File: src/rtl/flash_gate_pkg.sv
package flash_gate_pkg;

  typedef enum logic [1:0] {
    OP_NONE  = 2'b00,
    OP_PGM   = 2'b01,
    OP_ERASE = 2'b10,
    OP_BAD   = 2'b11
  } op_e;

  function automatic op_e decode_op(input logic pgm, input logic erase);
    return op_e'({erase, pgm});
  endfunction

  function automatic logic op_valid(input op_e op);
    return (op == OP_PGM) || (op == OP_ERASE);
  endfunction

endpackage

File: src/rtl/flash_prot_map.sv
module flash_prot_map #(
  parameter int ADDR_W = 16,
  parameter int PROT_W = 8,
  parameter int PAGE_W = 6
) (
  input  logic              clk,
  input  logic              rst,
  input  logic [PROT_W-1:0] nv_prot_i,
  input  logic [ADDR_W-1:0] tgt_addr_i,
  output logic [ADDR_W-1:0] start_o,
  output logic              open_o,
  output logic              hit_o
);
  localparam int HI_W = ADDR_W - PROT_W - PAGE_W;

  logic [PROT_W-1:0] code_q;

  always_ff @(posedge clk) begin
    if (rst) code_q <= nv_prot_i;
  end

  assign start_o = {{HI_W{1'b1}}, code_q, {PAGE_W{1'b0}}};
  assign open_o  = &code_q;
  assign hit_o   = !open_o && (tgt_addr_i >= start_o);
endmodule

File: src/rtl/flash_seq_arm.sv
module flash_seq_arm
  import flash_gate_pkg::*;
(
  input  logic clk,
  input  logic rst,
  input  op_e  op_i,
  input  logic prot_rd_i,
  output logic armed_o
);
  always_ff @(posedge clk) begin
    if (rst)                 armed_o <= 1'b0;
    else if (!op_valid(op_i)) armed_o <= 1'b0;
    else if (prot_rd_i)       armed_o <= 1'b1;
  end
endmodule

File: src/rtl/flash_hv_ctrl.sv
module flash_hv_ctrl
  import flash_gate_pkg::*;
(
  input  logic clk,
  input  logic rst,
  input  op_e  op_i,
  input  logic armed_i,
  input  logic hit_i,
  input  logic open_i,
  input  logic mass_i,
  input  logic bypass_i,
  input  logic hven_wr_i,
  input  logic viol_clr_i,
  output logic hven_o,
  output logic viol_o
);
  logic blocked, grant, refuse;

  always_comb begin
    blocked = !bypass_i && (mass_i ? !open_i : hit_i);
    grant   = hven_wr_i && !hven_o && armed_i && op_valid(op_i) && !blocked;
    refuse  = hven_wr_i && !hven_o && !grant;
  end

  always_ff @(posedge clk) begin
    if (rst) begin
      hven_o <= 1'b0;
      viol_o <= 1'b0;
    end else begin
      if (!op_valid(op_i)) hven_o <= 1'b0;
      else if (grant)      hven_o <= 1'b1;
      if (refuse)          viol_o <= 1'b1;
      else if (viol_clr_i) viol_o <= 1'b0;
    end
  end
endmodule

File: src/rtl/flash_hv_gate.sv
module flash_hv_gate
  import flash_gate_pkg::*;
#(
  parameter int ADDR_W = 16,
  parameter int PROT_W = 8,
  parameter int PAGE_W = 6
) (
  input  logic              clk,
  input  logic              rst,
  input  logic [PROT_W-1:0] nv_prot_i,
  input  logic [ADDR_W-1:0] tgt_addr_i,
  input  logic              pgm_i,
  input  logic              erase_i,
  input  logic              mass_i,
  input  logic              prot_rd_i,
  input  logic              hven_wr_i,
  input  logic              bypass_i,
  input  logic              viol_clr_i,
  output logic [ADDR_W-1:0] prot_start_o,
  output logic              hven_o,
  output logic              viol_o
);
  op_e  op;
  logic armed, hit, open_code;

  assign op = decode_op(pgm_i, erase_i);

  flash_prot_map #(.ADDR_W(ADDR_W), .PROT_W(PROT_W), .PAGE_W(PAGE_W)) map_i (
    .clk(clk), .rst(rst), .nv_prot_i(nv_prot_i), .tgt_addr_i(tgt_addr_i),
    .start_o(prot_start_o), .open_o(open_code), .hit_o(hit)
  );

  flash_seq_arm arm_i (
    .clk(clk), .rst(rst), .op_i(op), .prot_rd_i(prot_rd_i), .armed_o(armed)
  );

  flash_hv_ctrl ctrl_i (
    .clk(clk), .rst(rst), .op_i(op), .armed_i(armed), .hit_i(hit),
    .open_i(open_code), .mass_i(mass_i), .bypass_i(bypass_i),
    .hven_wr_i(hven_wr_i), .viol_clr_i(viol_clr_i),
    .hven_o(hven_o), .viol_o(viol_o)
  );
endmodule

File: config.mk
export PLATFORM = sky130hd
export DESIGN_NAME = flash_hv_gate
export DESIGN_NICKNAME = d
export VERILOG_FILES = /design/src/rtl/flash_gate_pkg.sv /design/src/rtl/flash_prot_map.sv /design/src/rtl/flash_seq_arm.sv /design/src/rtl/flash_hv_ctrl.sv /design/src/rtl/flash_hv_gate.sv
export SDC_FILE = /design/constraint.sdc
export NUM_CORES = 1
export LEC_CHECK = 0
export ABC_AREA = 1
export BUFFER_PORTS_ARGS = -buffer_cell sky130_fd_sc_hd__buf_2
export CORE_MARGIN = 3
export CORE_UTILIZATION = 40
export CTS_CLUSTER_SIZE = 24
export DETAILED_ROUTE_END_ITERATION = 16
export PLACE_DENSITY = 0.8
export SLEW_MARGIN = 20
export SYNTH_ARGS = -nofsm -noshare
export SYNTH_HDL_FRONTEND = slang
export SYNTH_SLANG_ARGS = --single-unit
File: constraint.sdc
create_clock -name clk -period 1.7 [get_ports clk]
set_clock_uncertainty 0.2 [all_clocks]
set_input_delay 0.085 -clock clk [delete_from_list [all_inputs] [get_ports clk]]
set_output_delay 0.085 -clock clk [all_outputs]
set_load 0.1 [all_outputs]
==> results.md <==
- Status: finished, violations left
- Failing checks: setup timing
- Pleak: 0.622 nW
- Global-route wire length before repair: about 2900 um
- Cell taking the most area after synthesis: edfxtp_1
- Clock root buffer: clkbuf_4
- Number of global-route vias before repair: approximately 740
- Post-DRT Antenna Nets: 0
- Syn-to-layout area delta: 63.7%
- Ys flop type: edfxtp_1
- Power Internal: 0.516 mW
- Final #Nets: 195
- Grt ovf: 0
- Detailed Routing Iterations Pass 1: 4
- CP Launch Type: flop
- Yosys top cell area share: about 33%
- Chip height: just under 50 um
- IO buf count: between 40 and 50
- Clock Power Share: between 10% and 20%
- Switch share: between 40% and 50%
- Worst-path fanout max: 2
- Syn Inst Count: between 90 and 100
- DIE AREA: ~2400 um^2
- GRT Overall Usage: 14.8%
- WP data arrival: 1740 ps
- Minimum clock period after layout: between 1500 and 2000 ps
- Max Freq: ~580 MHz
- Die width: roughly 50 um
- Placed insts: around 160
- Mapped Area: 738 um^2
- DRC Markers: 0
- Max-cap violations: 0
- Skew-Pair Late Insertion Delay: roughly 260 ps
- CTS tree: yes
- Unrepaired setup endpoints after global routing: yes
- CTS Buffer Depth: 2
- Mapped Avg Cell Area: approximately 7.9 um^2
- Place WS: -17.0 ps
- Synth area leaders: edfxtp_1, ha_1, nand2_1
- P per Cell Area: 749 nW/um^2
- DP HPWL: around 1400 um
- Final Hold Fails: 0
- VDD IR max: between 0.0007 and 0.0008 V
- Final period utilization: 102%
- I/O pins: just over 50
- HP Class: in -> reg
- Initial antenna violation count: 0
- RePlAce Congestion: a little under 0.8
- Flops & latches, synth: 11
- CP endpoint kind: flop
- Largest net degree at the start of global routing: 11
- Iter 0 DRT Violations: 12
- Multi-input gate area: roughly 430 um^2
- CORE AREA: 1610 um^2
- Reg power frac: between 30% and 40%
- Setup slack after layout: -34.3 ps
- Register area share after synthesis: around two fifths
- Wire per inst: 11.7 um
- FF+latch area: around 300 um^2
- Req. time, crit path: 1700 ps
- Clock slew seen by the registers of the worst setup and hold paths: ~60 ps
- Starting density of the core: between 40% and 50%
- Final TNS setup: -34.3 ps
- Combinational fraction of design power: a little under half
- Library cells used by synthesis: 15
- Worst setup path category: reg -> reg
- Post-Layout Cell Count: roughly 180
- FP Rows: 14
- Vias: 779
- Final Max Tran Viols: 0
- Vias/cell: roughly 4.4
- Switch Pwr: ~0.39 mW
- Final wirelength: around 2100 um
- Post-synth ARST share: 0%
- CTS sink count: 11
- Htree depth: 1
- CTS buffer count: 3
- ANT cells: 0
- Fill count: ~120
- Finish-stage setup viols: 1
- Post-synth EDFFs: 8
- Layout cells sized above 1: a little under half
- Yosys warning count: 0
## state kept, by name, summed over array words and instances, names as in the netlist
name           flops
arm_i.armed_o      1
ctrl_i.viol_o      1
ctrl_i.hven_o      1
map_i.code_q       8
## worst max-delay path, cell delays in order, from the launching register on
cell and delay, ps:
edfxtp_1 390, inv_2 70, ha_4 270, nand2_4 50, nor2_4 90, nand2_2 70
nor2_2 100, nand2_1 60, nand2_1 50, nand2_1 50, nand2_1 90, nand2_1 70
a21oi_2 120
## cells by family after synthesis
family | count (synthesis) | share of synthesized area, %
buf+inv | 27 | 17.8
other cells | 2 | 1.02
xor+xnor | 1 | 1.19
flops | 11 | 40.7
simple gates | 39 | 21.2
fa+ha+maj | 8 | 13.6
compound gates | 6 | 4.58
## power groups by stage
stage / Combinational, mW / Sequential (mW) / Clock (mW)
floorplan: 0.157 / 0.450 / 0
global placement: 0.331 / 0.324 / 0
detailed placement: 0.339 / 0.326 / 0
CTS: 0.371 / 0.320 / 0.172
global route: 0.437 / 0.325 / 0.188
finish: 0.413 / 0.323 / 0.169
## metrics by stage
| stage | utilization (%) | power, mW | cell area [um^2] | hold slack [ps] |
|---|---|---|---|---|
| 3_3_place_gp | 58.4 | 0.655 | 941 | 61.5 |
| 6_report | 75.0 | 0.906 | 1210 | 27.9 |
| 4_1_cts | 69.3 | 0.863 | 1120 | 27.9 |
| 5_1_grt | 75.0 | 0.950 | 1210 | 63.8 |
| 2_1_floorplan | - | 0.607 | 761 | -52.6 |
| 3_5_place_dp | 58.4 | 0.665 | 941 | 63.8 |
## layer usage
metal,vias up,share of wire [%],track usage (%)
met2,38,58,31.2
li1,390,-,-
met5,-,0,0
met3,2,6.2,2.14
met1,349,35,14.2
met4,0,0.82,4.27
## cells in the final DEF, fill, tap and decap left out
cell type      count
nor2_4             1
ha_4               6
nor2_2             1
or2_2              1
nand2_1           23
buf_4              3
ha_1               2
inv_1             12
nand2_2            2
edfxtp_1           8
buf_2             42
nor2_1             7
clkbuf_4           3
clkbuf_1           1
conb_1             8
dfxtp_1            3
a21oi_1            4
and2_1             1
nor3_1             2
dlygate4sd3_1     12
xnor2_1            1
nand2_4            1
a21oi_2            2
inv_2              7
## what timing repair did
| item | CTS | global route |
|---|---|---|
| hold buffers | 12 | 0 |
| setup endpoints to repair | 1 | 2 |
| resized for setup | 3 | 17 |
| endpoints found under the hold margin | 18 | 0 |
| setup buffers | 2 | 1 |
| pin swaps | 1 | 11 |
## synthesized netlist by cell type (2+ instances only)
cell,number
a21oi_1,5
buf_4,8
conb_1,2
dfxtp_1,3
edfxtp_1,8
ha_1,8
inv_1,19
nand2_1,26
nor2_1,8
nor3_1,2
## final timing paths
kind,from,endpoint,slack (ps),cells after the start
worst max register to register,map_i.code_q[6],ctrl_i.viol_o,-30,12
worst min register to register,ctrl_i.hven_o,ctrl_i.hven_o,270,2
worst min-delay path,bypass_i,ctrl_i.hven_o,30,5
worst max-delay path,map_i.code_q[6],ctrl_i.viol_o,-30,12
## final cells by class
class | instances | area share (%)
clock buffers | 4 | 2.17
inverters | 19 | 5.90
multi-input cells | 62 | 35.4
flip-flops and latches | 11 | 24.8
well taps | 24 | 2.48
repair buffers | 57 | 29.2
No activity file was read; power rests on OpenSTA's default activity.
